--- src/rtl/cas_rx_pkg.sv ---
package cas_rx_pkg;
  parameter int unsigned CAS_CH      = 30;
  parameter int unsigned CAS_NIB_W   = 4;
  parameter int unsigned CAS_FRM_W   = 4;
  parameter int unsigned CAS_DEB_MF  = 7;
  parameter logic [7:0]  CAS_VEC     = 8'h01;
endpackage

--- src/rtl/cas_slot_demux.sv ---
module cas_slot_demux #(
  parameter int unsigned NUM_CH = 30,
  parameter int unsigned NIB_W  = 4,
  parameter int unsigned FRM_W  = 4,
  localparam int unsigned HALF  = NUM_CH / 2,
  localparam int unsigned BYTE_W = 2 * NIB_W
) (
  input  logic                          slot_valid,
  input  logic [BYTE_W-1:0]             slot_byte,
  input  logic [FRM_W-1:0]              frame_num,
  input  logic                          mf_sync,
  output logic [NUM_CH-1:0]             ch_en,
  output logic [NUM_CH-1:0][NIB_W-1:0]  ch_val,
  output logic                          mfa_en
);
  logic live;
  assign live   = slot_valid && mf_sync;
  assign mfa_en = live && (frame_num == '0);

  for (genvar ch = 0; ch < NUM_CH; ch++) begin : g_map
    localparam bit          UPPER = (ch < HALF);
    localparam int unsigned FRM   = UPPER ? ch + 1 : ch - HALF + 1;
    assign ch_en[ch]  = live && (frame_num == FRM_W'(FRM));
    if (UPPER) begin : g_hi
      assign ch_val[ch] = slot_byte[BYTE_W-1:NIB_W];
    end else begin : g_lo
      assign ch_val[ch] = slot_byte[NIB_W-1:0];
    end
  end
endmodule

--- src/rtl/cas_chan_cell.sv ---
module cas_chan_cell #(
  parameter int unsigned NIB_W  = 4,
  parameter int unsigned DEB_MF = 7,
  localparam int unsigned CNT_W = $clog2(DEB_MF + 1)
) (
  input  logic             clk,
  input  logic             rst,
  input  logic             smp_en,
  input  logic [NIB_W-1:0] smp_val,
  input  logic             deb_en,
  output logic [NIB_W-1:0] nib_o,
  output logic             chg_o
);
  logic [NIB_W-1:0] nib_q, cand_q;
  logic [CNT_W-1:0] cnt_q;
  logic             chg_q;

  always_ff @(posedge clk) begin
    if (rst) begin
      nib_q  <= '0;
      cand_q <= '0;
      cnt_q  <= '0;
      chg_q  <= 1'b0;
    end else begin
      chg_q <= 1'b0;
      if (smp_en) begin
        if (!deb_en) begin
          cand_q <= smp_val;
          cnt_q  <= '0;
          if (smp_val != nib_q) begin
            nib_q <= smp_val;
            chg_q <= 1'b1;
          end
        end else if (smp_val == nib_q) begin
          cand_q <= smp_val;
          cnt_q  <= '0;
        end else if (smp_val != cand_q) begin
          cand_q <= smp_val;
          cnt_q  <= CNT_W'(1);
        end else if (cnt_q >= CNT_W'(DEB_MF - 1)) begin
          nib_q <= smp_val;
          chg_q <= 1'b1;
          cnt_q <= '0;
        end else begin
          cnt_q <= cnt_q + CNT_W'(1);
        end
      end
    end
  end

  assign nib_o = nib_q;
  assign chg_o = chg_q;


  frozen_hold_chk: assert property (@(posedge clk) disable iff (rst)
    !smp_en |=> $stable(nib_q));

  same_no_change_chk: assert property (@(posedge clk) disable iff (rst)
    (smp_en && smp_val == nib_q) |=> (!chg_q && $stable(nib_q)));
endmodule

--- src/rtl/cas_irq_ctrl.sv ---
module cas_irq_ctrl #(
  parameter logic [7:0] VEC = 8'h01
) (
  input  logic       clk,
  input  logic       rst,
  input  logic       any_chg,
  input  logic       irq_mask,
  input  logic       irq_ack,
  output logic       irq,
  output logic [7:0] irq_vec
);
  logic       irq_q, irq_d;
  logic [7:0] vec_q;

  always_comb begin
    irq_d = irq_q;
    if (irq_ack)               irq_d = 1'b0;
    if (any_chg && !irq_mask)  irq_d = 1'b1;
  end

  always_ff @(posedge clk) begin
    if (rst) begin
      irq_q <= 1'b0;
      vec_q <= '0;
    end else begin
      irq_q <= irq_d;
      vec_q <= irq_d ? VEC : 8'h00;
    end
  end

  assign irq     = irq_q;
  assign irq_vec = vec_q;


  irq_hold_chk: assert property (@(posedge clk) disable iff (rst)
    (irq_q && !irq_ack) |=> irq_q);

  irq_masked_chk: assert property (@(posedge clk) disable iff (rst)
    (irq_mask && !irq_q) |=> !irq_q);

  irq_vec_chk: assert property (@(posedge clk) disable iff (rst)
    vec_q == (irq_q ? VEC : 8'h00));
endmodule

--- src/rtl/cas_sig_rx.sv ---
module cas_sig_rx
  import cas_rx_pkg::*;
#(
  parameter int unsigned NUM_CH = CAS_CH,
  parameter int unsigned NIB_W  = CAS_NIB_W,
  parameter int unsigned FRM_W  = CAS_FRM_W,
  parameter int unsigned DEB_MF = CAS_DEB_MF,
  parameter logic [7:0]  VEC    = CAS_VEC,
  localparam int unsigned ADDR_W = $clog2(NUM_CH),
  localparam int unsigned BYTE_W = 2 * NIB_W
) (
  input  logic              clk,
  input  logic              rst,
  input  logic              slot_valid,
  input  logic [BYTE_W-1:0] slot_byte,
  input  logic [FRM_W-1:0]  frame_num,
  input  logic              mf_sync,
  input  logic              deb_en,
  input  logic              irq_mask,
  input  logic              irq_ack,
  input  logic [ADDR_W-1:0] rd_addr,
  output logic [NIB_W-1:0]  rd_data,
  output logic [BYTE_W-1:0] mfa_word,
  output logic              irq,
  output logic [7:0]        irq_vec
);
  logic [NUM_CH-1:0]            ch_en;
  logic [NUM_CH-1:0][NIB_W-1:0] ch_val;
  logic [NUM_CH-1:0][NIB_W-1:0] nib_all;
  logic [NUM_CH-1:0]            chg_all;
  logic                         mfa_en;
  logic [BYTE_W-1:0]            mfa_q;
  logic [NIB_W-1:0]             rd_q;

  cas_slot_demux #(.NUM_CH(NUM_CH), .NIB_W(NIB_W), .FRM_W(FRM_W)) u_demux (
    .slot_valid(slot_valid), .slot_byte(slot_byte), .frame_num(frame_num),
    .mf_sync(mf_sync), .ch_en(ch_en), .ch_val(ch_val), .mfa_en(mfa_en));

  for (genvar ch = 0; ch < NUM_CH; ch++) begin : g_cell
    cas_chan_cell #(.NIB_W(NIB_W), .DEB_MF(DEB_MF)) u_cell (
      .clk(clk), .rst(rst), .smp_en(ch_en[ch]), .smp_val(ch_val[ch]),
      .deb_en(deb_en), .nib_o(nib_all[ch]), .chg_o(chg_all[ch]));
  end

  cas_irq_ctrl #(.VEC(VEC)) u_irq (
    .clk(clk), .rst(rst), .any_chg(|chg_all), .irq_mask(irq_mask),
    .irq_ack(irq_ack), .irq(irq), .irq_vec(irq_vec));

  always_ff @(posedge clk) begin
    if (rst) begin
      mfa_q <= '0;
      rd_q  <= '0;
    end else begin
      if (mfa_en) mfa_q <= slot_byte;
      rd_q <= (32'(rd_addr) < NUM_CH) ? nib_all[rd_addr] : '0;
    end
  end

  assign mfa_word = mfa_q;
  assign rd_data  = rd_q;


  mfa_frozen_chk: assert property (@(posedge clk) disable iff (rst)
    !mf_sync |=> $stable(mfa_q));

  rd_range_chk: assert property (@(posedge clk) disable iff (rst)
    (32'(rd_addr) >= NUM_CH) |=> (rd_q == '0));
endmodule

--- config.mk ---
export PLATFORM = sky130hd
export DESIGN_NAME = cas_sig_rx
export DESIGN_NICKNAME = d
export VERILOG_FILES = /design/src/rtl/cas_rx_pkg.sv /design/src/rtl/cas_slot_demux.sv /design/src/rtl/cas_chan_cell.sv /design/src/rtl/cas_irq_ctrl.sv /design/src/rtl/cas_sig_rx.sv
export SDC_FILE = /design/constraint.sdc
export NUM_CORES = 1
export LEC_CHECK = 0
export CAP_MARGIN = 0
export CORE_UTILIZATION = 35
export CTS_BUF_LIST = sky130_fd_sc_hd__clkbuf_8
export DETAILED_ROUTE_END_ITERATION = 10
export GPL_TIMING_DRIVEN = 0
export HOLD_SLACK_MARGIN = 0.06
export PLACE_DENSITY_LB_ADDON = 0.15
export SLEW_MARGIN = 20
export SYNTH_ARGS = -nofsm -noshare
export SYNTH_HDL_FRONTEND = slang
export SYNTH_SLANG_ARGS = --single-unit
--- constraint.sdc ---
create_clock -name clk -period 2.1 [get_ports clk]
set_input_delay 0.315 -clock clk [delete_from_list [all_inputs] [get_ports clk]]
set_output_delay 0.315 -clock clk [all_outputs]
set_load 0.01 [all_outputs]
==> impl_results.md <==
* Largest area contributor in the netlist: dfxtp_1
* EDFF count, synth at 0
* Multi-input logic area at 0.0120 mm²
* Commonest non-fill, non-tap cell in the layout: dfxtp_1
* Pins over their slew limit at 0
* DIE WIDTH at 241 µm
* # rows at 87
* RSZ-0062 raised after global routing: no
* WP data required at 2.60 ns
* Leak Pwr at 8.84 nW
* Ys flop type: dfxtp_1
* Global route total overflow at 0
* Min Tclk post-route at 2.09 ns
* Cells after synthesis at 2134
* Status: complete, no violations
* Pwr dens at 683 mW/mm²
* Htree depth at 3
* Clk Latency, worst-skew pair at 0.67 ns
* Share of the synthesized area in the top cell type at 0.374
* Fill cells at 5733
* Routed WL at 75300 µm
* Syn-to-layout area delta at 15.9%
* CTS Buffer Depth at 3
* Least-Margin Pin Slew at 1.12 ns
* CTS tree: done
* Number of synthesized register bits at 373
* Num CTS Buffers at 71
* Startpoint Class: input pin
* GPL Wtd Cong at 0.956
* Initial Utilization at 0.354
* Vias in the first global route at 16300
* Design area at 0.0231 mm²
* Final hold vios at 0
* Ant diodes at 0
* Max VDD drop at 0.438 mV
* Largest cells by area after synthesis: dfxtp_1 (37%), mux2i_1 (11%), xnor2_1 (6.0%), nand2b_1 (5.5%), xor2_1 (4.6%)
* Final setup fails at 0
* Fin nets at 2323
* Worst EP arrival at 2.59 ns
* Via density at 5.51
* Antenna violations before repair at 4
* Die ar. at 0.0580 mm²
* Ports at 45
* DP Area at 0.0212 mm²
* Antenna-violating nets left at 0
* Number of remaining DRC errors at 0
* Hold Path Class: input pin to flip-flop
* Via count at 16800
* 1st-iter DRT viols at 1420
* GRT Total Usage at 0.261
* CP max FO at 10
* Worst Clk Skew at 0.0315 ns
* Fmax at 479 MHz
* Netlist cell types at 69
* Die height at 241 µm
* Seq/Total Area, Yosys at 0.374
* Pin count of the biggest net entering global routing at 11
* Relative slew slack at 0.255
* Worst Setup End Kind: flip-flop
* HPWL after detailed placement at 55400 µm
* First-pass DRT Iterations at 7
* Ratio of cells with drive above 1 in the final layout at 0.139
* Root Buffer Master: clkbuf_8
* Core area at 0.0564 mm²
* Register area at 0.00747 mm²
* Async S/R FF share, synth at 0
* Final Util at 0.410
* Kind of critical path: input pin to flip-flop
* # hold bufs at CTS at 0
* Commonest cells after routing, fill and taps aside: dfxtp_1 (373), mux2i_1 (218), nand2b_1 (174)
* Synth warnings at 0
* Maxcap violations at 0
* Global-route wire length before repair at 110000 µm
* Mapped cell area at 0.0200 mm²
* Port bufs at 26
* Final period utilization at 0.994
* Mapped Avg Cell Area at 9.35 µm²
* Hold Path Cell Cnt at 3
* Worst R2R Path Depth at 5
* Worst-path clk slew at 0.06 ns
* Avg WL per Cell at 24.7 µm
* Num Clock Sinks at 373
## state kept, by name, indices dropped and copies added (netlist names)
signal / cells
g_cell.u_cell.nib_o: 120
mfa_word: 8
u_irq.irq_vec: 1
g_cell.u_cell.cnt_q: 90
g_cell.u_cell.cand_q: 120
g_cell.u_cell.chg_o: 30
rd_data: 4
## worst paths after layout
check	to	start	slack (ns)
max reg2reg	g_cell[29].u_cell.nib_o[2]	g_cell[29].u_cell.cand_q[3]	0.10
max	g_cell[13].u_cell.cnt_q[0]	rst	0.01
min reg2reg	g_cell[25].u_cell.cnt_q[0]	g_cell[25].u_cell.cnt_q[0]	0.48
min	rd_data[0]	rd_addr[4]	0.19
## stage by stage
| stage | setup TNS (ns) | setup slack, ns | instances | power, W | hold slack (ns) |
|---|---|---|---|---|---|
| after CTS | -0.214 | -0.0593 | 3041 | 0.0159 | 0.143 |
| after global placement | -331.24 | -1.83 | 2922 | 0.00870 | 0.463 |
| final | 0 | 0.0135 | 3049 | 0.0158 | 0.194 |
| after floorplan | 0 | 0.285 | 2140 | 0.00814 | 0.449 |
| after detailed placement | -328.55 | -1.77 | 2923 | 0.00871 | 0.473 |
| after global routing | 0 | 0.00463 | 3049 | 0.0163 | 0.213 |
## routing by layer
layer / wire [µm] / track usage / vias up
li1: - / - / 7742
met1: 33800 / 0.353 / 8310
met5: 0 / 0 / -
met4: 3030 / 0.103 / 0
met3: 4590 / 0.0407 / 155
met2: 33900 / 0.416 / 588
## where the power goes
part           internal (W)  switching, W  total (W)
Combinational      0.000484       0.00103    0.00151
Sequential          0.00712     0.0000268    0.00714
Clock               0.00390       0.00325    0.00715
Total                0.0115       0.00430     0.0158
## cell type report
| class | count | area share |
|---|---|---|
| Timing Repair Buffer | 40 | 0.0161 |
| Sequential cell | 373 | 0.323 |
| Tap cell | 756 | 0.0409 |
| Multi-Input combinational cell | 1588 | 0.518 |
| Clock inverter | 26 | 0.00638 |
| Inverter | 24 | 0.00390 |
| Clock buffer | 89 | 0.0530 |
| Buffer | 153 | 0.0384 |
## cells in the mapped netlist, types with 6 or more instances
cell type,number
a22oi_1,19
buf_2,25
and4_1,6
nor2b_1,9
nand2b_1,174
mux4_2,24
nor4b_1,39
xnor2_1,136
nor4_1,27
o21a_1,18
buf_6,13
inv_1,24
o21ai_1,6
dfxtp_1,373
o2111ai_1,9
nor2_2,6
o21ai_0,106
nand3_1,15
mux2i_1,218
nand2_1,101
nor2_1,166
nor3_1,30
buf_4,22
ha_1,48
nand4_1,60
and3_1,27
nand3b_1,59
clkbuf_1,89
and2_1,16
xor2_1,104
a21oi_1,67
buf_1,6
nand4b_1,6
## timing repair
item | 4_1_cts | 5_1_grt
gates resized for setup | 78 | 67
buffers inserted | 3 | 10
pin swaps | 5 | 9
endpoints found under the setup margin | 272 | 211
## worst max-delay path, cell delays in order
cell and delay (ns):
clkbuf_1 0.50, clkbuf_1 0.54, clkbuf_1 0.52, clkbuf_2 0.59, nor2_1 0.11
## logic make-up (layout without fill, tap and decap cells)
kind of cell / count (synthesis) / after routing / synth area share
compound gates: 287 / 287 / 0.0919
xor+xnor: 240 / 240 / 0.105
fa+ha+maj: 48 / 48 / 0.0301
buf+inv: 179 / 332 / 0.0443
flops: 373 / 373 / 0.374
mux: 242 / 242 / 0.136
other cells: 1 / 7 / 0.000188
simple gates: 764 / 764 / 0.218
(Power assumes the default switching activity.)
